--- src/rtl/brstate_pkg.sv ---
package brstate_pkg;

    localparam int CODE_W = 8;
    localparam int NIB_W  = CODE_W / 2;

    typedef logic [CODE_W-1:0] code_t;

    typedef enum logic [CODE_W-1:0] {
        ST_RESET      = 8'h00,
        ST_INIT       = 8'h10,
        ST_READY      = 8'h20,
        ST_ACTIVE     = 8'h30,
        ST_REDUNDANT  = 8'h40,
        ST_DISABLED   = 8'h50,
        ST_REDUN_LOST = 8'h60,
        ST_RCV_RESET  = 8'h70,
        ST_RCV_INIT   = 8'h80,
        ST_RCV_READY  = 8'h90,
        ST_RCV_FAULT  = 8'hB0,
        ST_RCV_FAILED = 8'hC0,
        ST_FAULT      = 8'hD0
    } br_state_e;

    // Write classes a code can fall into
    typedef enum logic [1:0] {
        CLS_PLAIN,     // any writer may load it
        CLS_RECOVERY,  // software only while mirroring is on
        CLS_HWONLY,    // privileged port only
        CLS_INVALID    // nobody may load it
    } code_class_e;

    typedef struct packed {
        logic  en;
        code_t data;
    } wr_req_t;

    typedef struct packed {
        logic  load;
        code_t data;
        logic  reject;
    } wr_decision_t;

    function automatic code_class_e classify(input code_t c);
        code_class_e cls;
        if (c[NIB_W-1:0] != '0) begin
            cls = CLS_INVALID;
        end else begin
            unique case (c[CODE_W-1:NIB_W])
                4'h0, 4'h1, 4'h2, 4'h3,
                4'h4, 4'h5, 4'hB, 4'hC, 4'hD: cls = CLS_PLAIN;
                4'h6:                         cls = CLS_HWONLY;
                4'h7, 4'h8, 4'h9:             cls = CLS_RECOVERY;
                default:                      cls = CLS_INVALID;
            endcase
        end
        return cls;
    endfunction

endpackage

--- src/rtl/brstate_filter.sv ---
module brstate_filter
    import brstate_pkg::*;
(
    input  wr_req_t      sw_req,
    input  wr_req_t      hw_req,
    input  logic         mirror_en,
    output wr_decision_t decision
);
    code_class_e sw_cls;
    code_class_e hw_cls;
    logic        sw_ok;
    logic        hw_ok;

    always_comb begin
        sw_cls = classify(sw_req.data);
        hw_cls = classify(hw_req.data);

        hw_ok = hw_req.en && (hw_cls != CLS_INVALID);
        sw_ok = sw_req.en &&
                ((sw_cls == CLS_PLAIN) ||
                 ((sw_cls == CLS_RECOVERY) && mirror_en));

        decision = '0;
        if (hw_ok) begin
            decision.load = 1'b1;
            decision.data = hw_req.data;
        end else if (sw_ok) begin
            decision.load = 1'b1;
            decision.data = sw_req.data;
        end
        decision.reject = sw_req.en && (!sw_ok || hw_ok);
    end
endmodule

--- src/rtl/brstate_store.sv ---
module brstate_store
    import brstate_pkg::*;
(
    input  logic         clk,
    input  logic         por,
    input  logic         hard_rst,
    input  logic         sticky_en,
    input  wr_decision_t decision,
    output code_t        state_q,
    output logic         wr_reject
);
    always_ff @(posedge clk) begin
        if (por) begin
            state_q   <= ST_RESET;
            wr_reject <= 1'b0;
        end else if (hard_rst) begin
            if (!sticky_en) begin
                state_q <= ST_RESET;
            end
            wr_reject <= 1'b0;
        end else begin
            if (decision.load) begin
                state_q <= decision.data;
            end
            wr_reject <= decision.reject;
        end
    end
endmodule

--- src/rtl/brstate_reg.sv ---
module brstate_reg
    import brstate_pkg::*;
(
    input  logic              clk,
    input  logic              por,
    input  logic              hard_rst,
    input  logic              sticky_en,
    input  logic              mirror_en,
    input  logic              sw_wr_en,
    input  logic [CODE_W-1:0] sw_wr_data,
    input  logic              hw_wr_en,
    input  logic [CODE_W-1:0] hw_wr_data,
    output logic [CODE_W-1:0] state_q,
    output logic              wr_reject
);
    wr_req_t      sw_req;
    wr_req_t      hw_req;
    wr_decision_t decision;

    assign sw_req = '{en: sw_wr_en, data: sw_wr_data};
    assign hw_req = '{en: hw_wr_en, data: hw_wr_data};

    brstate_filter u_filter (
        .sw_req    (sw_req),
        .hw_req    (hw_req),
        .mirror_en (mirror_en),
        .decision  (decision)
    );

    brstate_store u_store (
        .clk       (clk),
        .por       (por),
        .hard_rst  (hard_rst),
        .sticky_en (sticky_en),
        .decision  (decision),
        .state_q   (state_q),
        .wr_reject (wr_reject)
    );
endmodule

--- config.mk ---
export PLATFORM = sky130hd
export DESIGN_NAME = brstate_reg
export DESIGN_NICKNAME = d
export VERILOG_FILES = /design/src/rtl/brstate_pkg.sv /design/src/rtl/brstate_filter.sv /design/src/rtl/brstate_store.sv /design/src/rtl/brstate_reg.sv
export SDC_FILE = /design/constraint.sdc
export NUM_CORES = 1
export LEC_CHECK = 0
export ABC_AREA = 1
export BUFFER_PORTS_ARGS = -buffer_cell sky130_fd_sc_hd__buf_2
export CAP_MARGIN = 5
export CORE_MARGIN = 5
export CORE_UTILIZATION = 37
export DETAILED_ROUTE_END_ITERATION = 16
export PLACE_DENSITY = 0.77
export SYNTH_ARGS = -nofsm -noshare
export SYNTH_HDL_FRONTEND = slang
export SYNTH_SLANG_ARGS = --single-unit
--- constraint.sdc ---
create_clock -name clk -period 0.9 [get_ports clk]
set_input_delay 0.135 -clock clk [delete_from_list [all_inputs] [get_ports clk]]
set_output_delay 0.135 -clock clk [all_outputs]
set_load 0.02 [all_outputs]
# Word level (Yosys, flattened, before mapping)
# Memory sizes are Yosys's and may differ from the RTL's.
# Cells that the tools add are included.
classes:
  eq_ne: 3
  n_mux: 7
  reduce_logical: 13
ops:
  columns: ["op", "n"]
  rows:
  - ["$mux 8", 3]
  - ["$mux 9", 2]
  - ["$reduce_bool 4->1", 2]
  - ["$logic_and 1x1->1", 4]
  - ["$mux 2", 2]
  - ["$ne 2x2->1 const B", 2]
  - ["$eq 2x1->1 const B", 1]
  - ["$logic_not 2->1", 1]
  - ["$logic_or 1x1->1", 2]
  - ["$reduce_and 2->1", 1]
  - ["$reduce_bool 2->1", 1]
  - ["$reduce_or 2->1", 1]
  - ["$logic_not 1->1", 1]
word_totals:
  ff_bits: 9
  mem_bits_ro: 64
  input_bits: 23
  out_inout_bits: 9
  elab_cells: 27
  n_memories: 2
memory_table:
  columns: ["memory", "words", "width", "rd", "rd_clocked_by_memory_dff", "wr", "line_no", "text"]
  rows:
  - ["(no name shown)", 16, 2, 1, 0, 0, "brstate_pkg.sv:48", "unique case (c[CODE_W-1:NIB_W])"]
  - ["(no name shown)", 16, 2, 1, 0, 0, "brstate_pkg.sv:48", null]

# Logic depth before layout (Yosys ltp)
logic_depth:
  ltp_word: 10
  ltp_mapped: 9
  ltp_nobuf: 9

# Hierarchy
# A second synthesis with hierarchy kept.
hier_totals:
  hier_cells: 89
  area_unflattened_um2: 649.4
by_module_without_submodules:
  columns: ["module", "n_inst", "cells_per_inst", "area_each_um2"]
  rows:
  - ["brstate_store", 1, 40, 384.1]
  - ["brstate_filter", 1, 49, 265.3]

# Worst setup path before layout
# OpenSTA, ideal clock, no wires.
synth_timing:
  kind: "input port to flip-flop"
  from: "input sw_wr_en"
  to: "register u_store.state_q[0]"
  setup_time_ns: 0.116
  arrival_time_ns: 0.821
  t_required_ns: 0.784
  setup_slack_ns: -0.037
  cell_stages: 9
  cell_sequence: "inv_1 > nor2_1 > nand3_1 > nor2_2 > nand2_1 > nand2_2 > nand2_4 > nand2_4 > nor3b_2"
synth_between:
  elab_chain_len: 5
  elab_cells_between_ends: 7
  classes_between: "4 x mux; 3 x reduce/logical"
synth_rtl:
  columns: ["item", "line_no", "text"]
  rows:
  - ["start, declared", "brstate_reg.sv:9", "input logic sw_wr_en,"]
  - ["$logic_and 1x1->1 *", "brstate_filter.sv:19", "sw_ok = sw_req.en &&"]
  - ["$mux 9 *", "brstate_filter.sv:27", "end else if (sw_ok) begin"]
  - ["$mux 9 *", "brstate_filter.sv:24", "if (hw_ok) begin"]
  - ["$mux 8 / $reduce_bool 2->1 (equally long branches)", null, null]
  - ["$mux 8 / $reduce_and 2->1 (equally long branches)", null, null]
  - ["end signal, assigned", "brstate_store.sv:23", "state_q <= decision.data;"]
  - ["end, declared", "brstate_store.sv:9", "output code_t state_q,"]
# Every way passes the cells marked *; elsewhere a longest branch is shown, timed or not. The select of a mux whose other input is x is not followed.
# A chain may end at the register's enable or synchronous reset.

# Worst setup path after layout
layout_timing:
  from: "register u_store.state_q[7]"
  to: "output state_q[7]"
layout_rtl:
  columns: ["item", "line_no", "text"]
  rows:
  - ["end, declared", "brstate_reg.sv:13", "output logic [CODE_W-1:0] state_q,"]
# No word-level cell between the ends.

==> impl_metrics.py <==
metrics = {
    "synth": {
        "yosysSeqAreaShare": 0.3193,
        "synth_ff_type": "dfxtp_1",
        "synth_edf_count": 0,
        "async_reset_ff_frac": 0,
        "yosys-top-cells-area": "dfxtp_1, nand3_1, nand2_1",
        "syn_inst": 76,
        "syn_area_sq_um": 564.3,
        "yosysMostFrequentCell": "nand2_1",
        "avgSynthCellArea_sq_um": 7.425,
        "yosys.area.top_type_share": 0.3193,
        "ys.warnings.count": 0,
        "yosysTopAreaCell": "dfxtp_1",
        "synthTopCellsByCount": "nand2_1, nand3_1, inv_1, dfxtp_1",
        "ys_types": 19,
        "ys_ff_latch": 9,
        "synth_nets": 99,
    },
    "die": {
        "start_util": 0.3835,
        "io_pins": 32,
        "die_area_sq_um": 2406,
        "die_x_um": 49.05,
        "die_h_um": 49.05,
        "core_area_sq_um": 1471,
        "rows": 14,
    },
    "final_layout": {
        "drive_gt1_frac": 0.6116,
        "multi_input_area_sq_um": 374.1,
        "area_delta_synth_final_pct": 62.75,
        "seq_area_sq_um": 186.4,
        "antenna_cells": 0,
        "fillCellCount": 144,
        "final_nets": 145,
    },
    "worst_hold_path": {
        "worstHoldEndpoint": "u_store.wr_reject",
        "hold_start": "hard_rst",
        "hold_depth": 4,
        "hold_path.class": "in -> reg",
    },
    "power_and_ir_drop": {
        "p_per_area_nw_per_um2": 1002,
        "power.internal_mw": 0.6757,
        "p_seq_frac": 0.439,
        "ir_worst_vdd_uv": 822.3,
        "combPwrFrac": 0.229,
        "leakagePower_nw": 0.4765,
        "total_power_mw": 0.9198,
        "clkPwrFrac": 0.332,
        "switchingPower_mw": 0.2442,
        "swShare": 0.2655,
    },
    "critical_path": {
        "critPathBufInv": 1,
        "critPathKind": "reg -> out",
        "cp_slowest_cell": "dfxtp_2",
        "r2r-end": "u_store.state_q[4]",
        "crit_family": "flip-flops",
        "r2r-start": "u_store.state_q[4]",
        "worst-r2r-setup-slack_ns": 0.29,
        "cp.required_ns": 0.76,
        "arrival_ns": 0.73,
        "critical-path-max-stage-delay_ns": 0.32,
        "worstPathCellList": "buf_4",
        "cp.depth": 1,
        "reg2reg_depth": 2,
        "start_kind": "register",
        "endpoint_kind": "output port",
        "crit_fanout": 2,
    },
    "sta": {
        "fmaxAchievable_ghz": 1.153,
        "setup_viol": 0,
        "final-hold-violation-count": 0,
        "tightestPinTransition_ns": 0.2368,
        "finClkSkew_ns": 0,
        "slew_violations": 0,
        "period_minus_slack_ns": 0.8676,
        "min_period_over_period": 0.9640,
        "worst_slack_ns": 0.03243,
        "rsz0062_at_grt": "yes",
        "hold_slack_ns": 0.1253,
        "slew_headroom": 0.8416,
    },
    "drt": {
        "detail_route.wl_per_cell_um": 9.927,
        "routed_wl_mm": 1.360,
        "dr.pass1.iters": 4,
        "drc": 0,
        "ant_nets": 0,
        "via_per_inst": 4.613,
        "vias": 632,
        "first_iter_violations": 5,
    },
    "cts": {
        "root_buffer": "clkbuf_4",
        "cts-buffers-inserted": 3,
        "clk_latency_ns": 0.26,
        "htree_levels": 1,
        "cts.path.max_buffers": 2,
        "cts_tree": "yes",
        "clkTransAtPathRegs_ns": 0.06,
        "hold_buffers": 0,
        "cts_sinks": 9,
    },
    "grt": {
        "grt_pass1_vias": 586,
        "grt_max_degree": 10,
        "track_usage": 0.1236,
        "overflow": 0,
        "antenna_found_initial": 0,
        "grt_pass1_wl_mm": 2.394,
    },
    "placed_design": {
        "hpwlAfterDp_mm": 1.123,
        "place_ws_ns": -0.2890,
        "io_buffers": 31,
        "gp_congestion": 0.6697,
    },
    "status": {
        "status": "complete, no violations",
    },
    "flow_run": {
        "maxCapViolations": 0,
    },
}
==> power by group through the flow <==
| stage | Combinational [mW] | Clock (mW) | Sequential (mW) |
|---|---|---|---|
| floorplan | 0.0801 | 0 | 0.417 |
| global placement | 0.187 | 0 | 0.412 |
| detailed placement | 0.191 | 0 | 0.413 |
| CTS | 0.193 | 0.322 | 0.404 |
| global route | 0.235 | 0.339 | 0.404 |
| finish | 0.210 | 0.305 | 0.404 |
==> worst max path at each step <==
stage | from | endpoint
global route | sw_wr_data[6] | u_store.state_q[2]
detailed placement | sw_wr_en | u_store.state_q[2]
floorplan | sw_wr_en | u_store.state_q[0]
CTS | u_store.state_q[4] | state_q[4]
global placement | sw_wr_en | u_store.state_q[2]
finish | u_store.state_q[7] | state_q[7]
==> registers in the layout, indices dropped and copies added (netlist names) <==
signal	count
u_store.state_q	8
u_store.wr_reject	1
==> metrics by stage <==
| stage | cells | cell area (sq um) | setup TNS [ns] | util |
|---|---|---|---|---|
| 2_1_floorplan | 76 | 581.8 | -0.1254 | - |
| 3_3_place_gp | 132 | 824.5 | -1.755 | 0.5604 |
| 3_5_place_dp | 132 | 824.5 | -2.285 | 0.5604 |
| 4_1_cts | 136 | 863.3 | 0 | 0.5867 |
| 5_1_grt | 137 | 918.4 | -0.01510 | 0.6242 |
| 6_report | 137 | 918.4 | 0 | 0.6242 |
==> repair_timing <==
item,CTS,global route
resized for setup,4,19
pin swaps,0,10
setup endpoints to repair,5,13
setup buffers,0,1
==> kinds of logic after synthesis <==
kind of cell           share of synthesized area
AOI/OAI and AO/OA                        0.03548
buffers and inverters                    0.09313
DFF                                       0.3193
and+or+nand+nor                           0.5521
==> layout make-up <==
cell class	instances	share of cell area
sequential	9	0.2030
multi-input combinational	54	0.4074
tap	16	0.02180
timing repair buffer	42	0.2820
clock buffer	4	0.02861
inverter	12	0.05722
==> layout by cell type, fill, tap and decap left out, drive strengths merged, types with 2 or more instances in the layout <==
cell type / synthesis / routed
a21oi: 4 / 4
buf: 1 / 42
clkbuf: 0 / 4
dfxtp: 9 / 9
inv: 12 / 12
nand2: 18 / 18
nand3: 16 / 16
nand4: 2 / 2
nor2: 5 / 5
nor3: 2 / 2
nor3b: 4 / 4
or2: 2 / 2
==> routing by layer <==
metal  vias to the layer above  part of all wire  track usage
li1                        337                 -            -
met1                       271              0.40       0.1421
met2                        22              0.52       0.2065
met3                         2             0.078      0.04893
met4                         0            0.0051      0.04036
met5                         -                 0            0
Note: power is estimated with default switching activity, not from simulation.
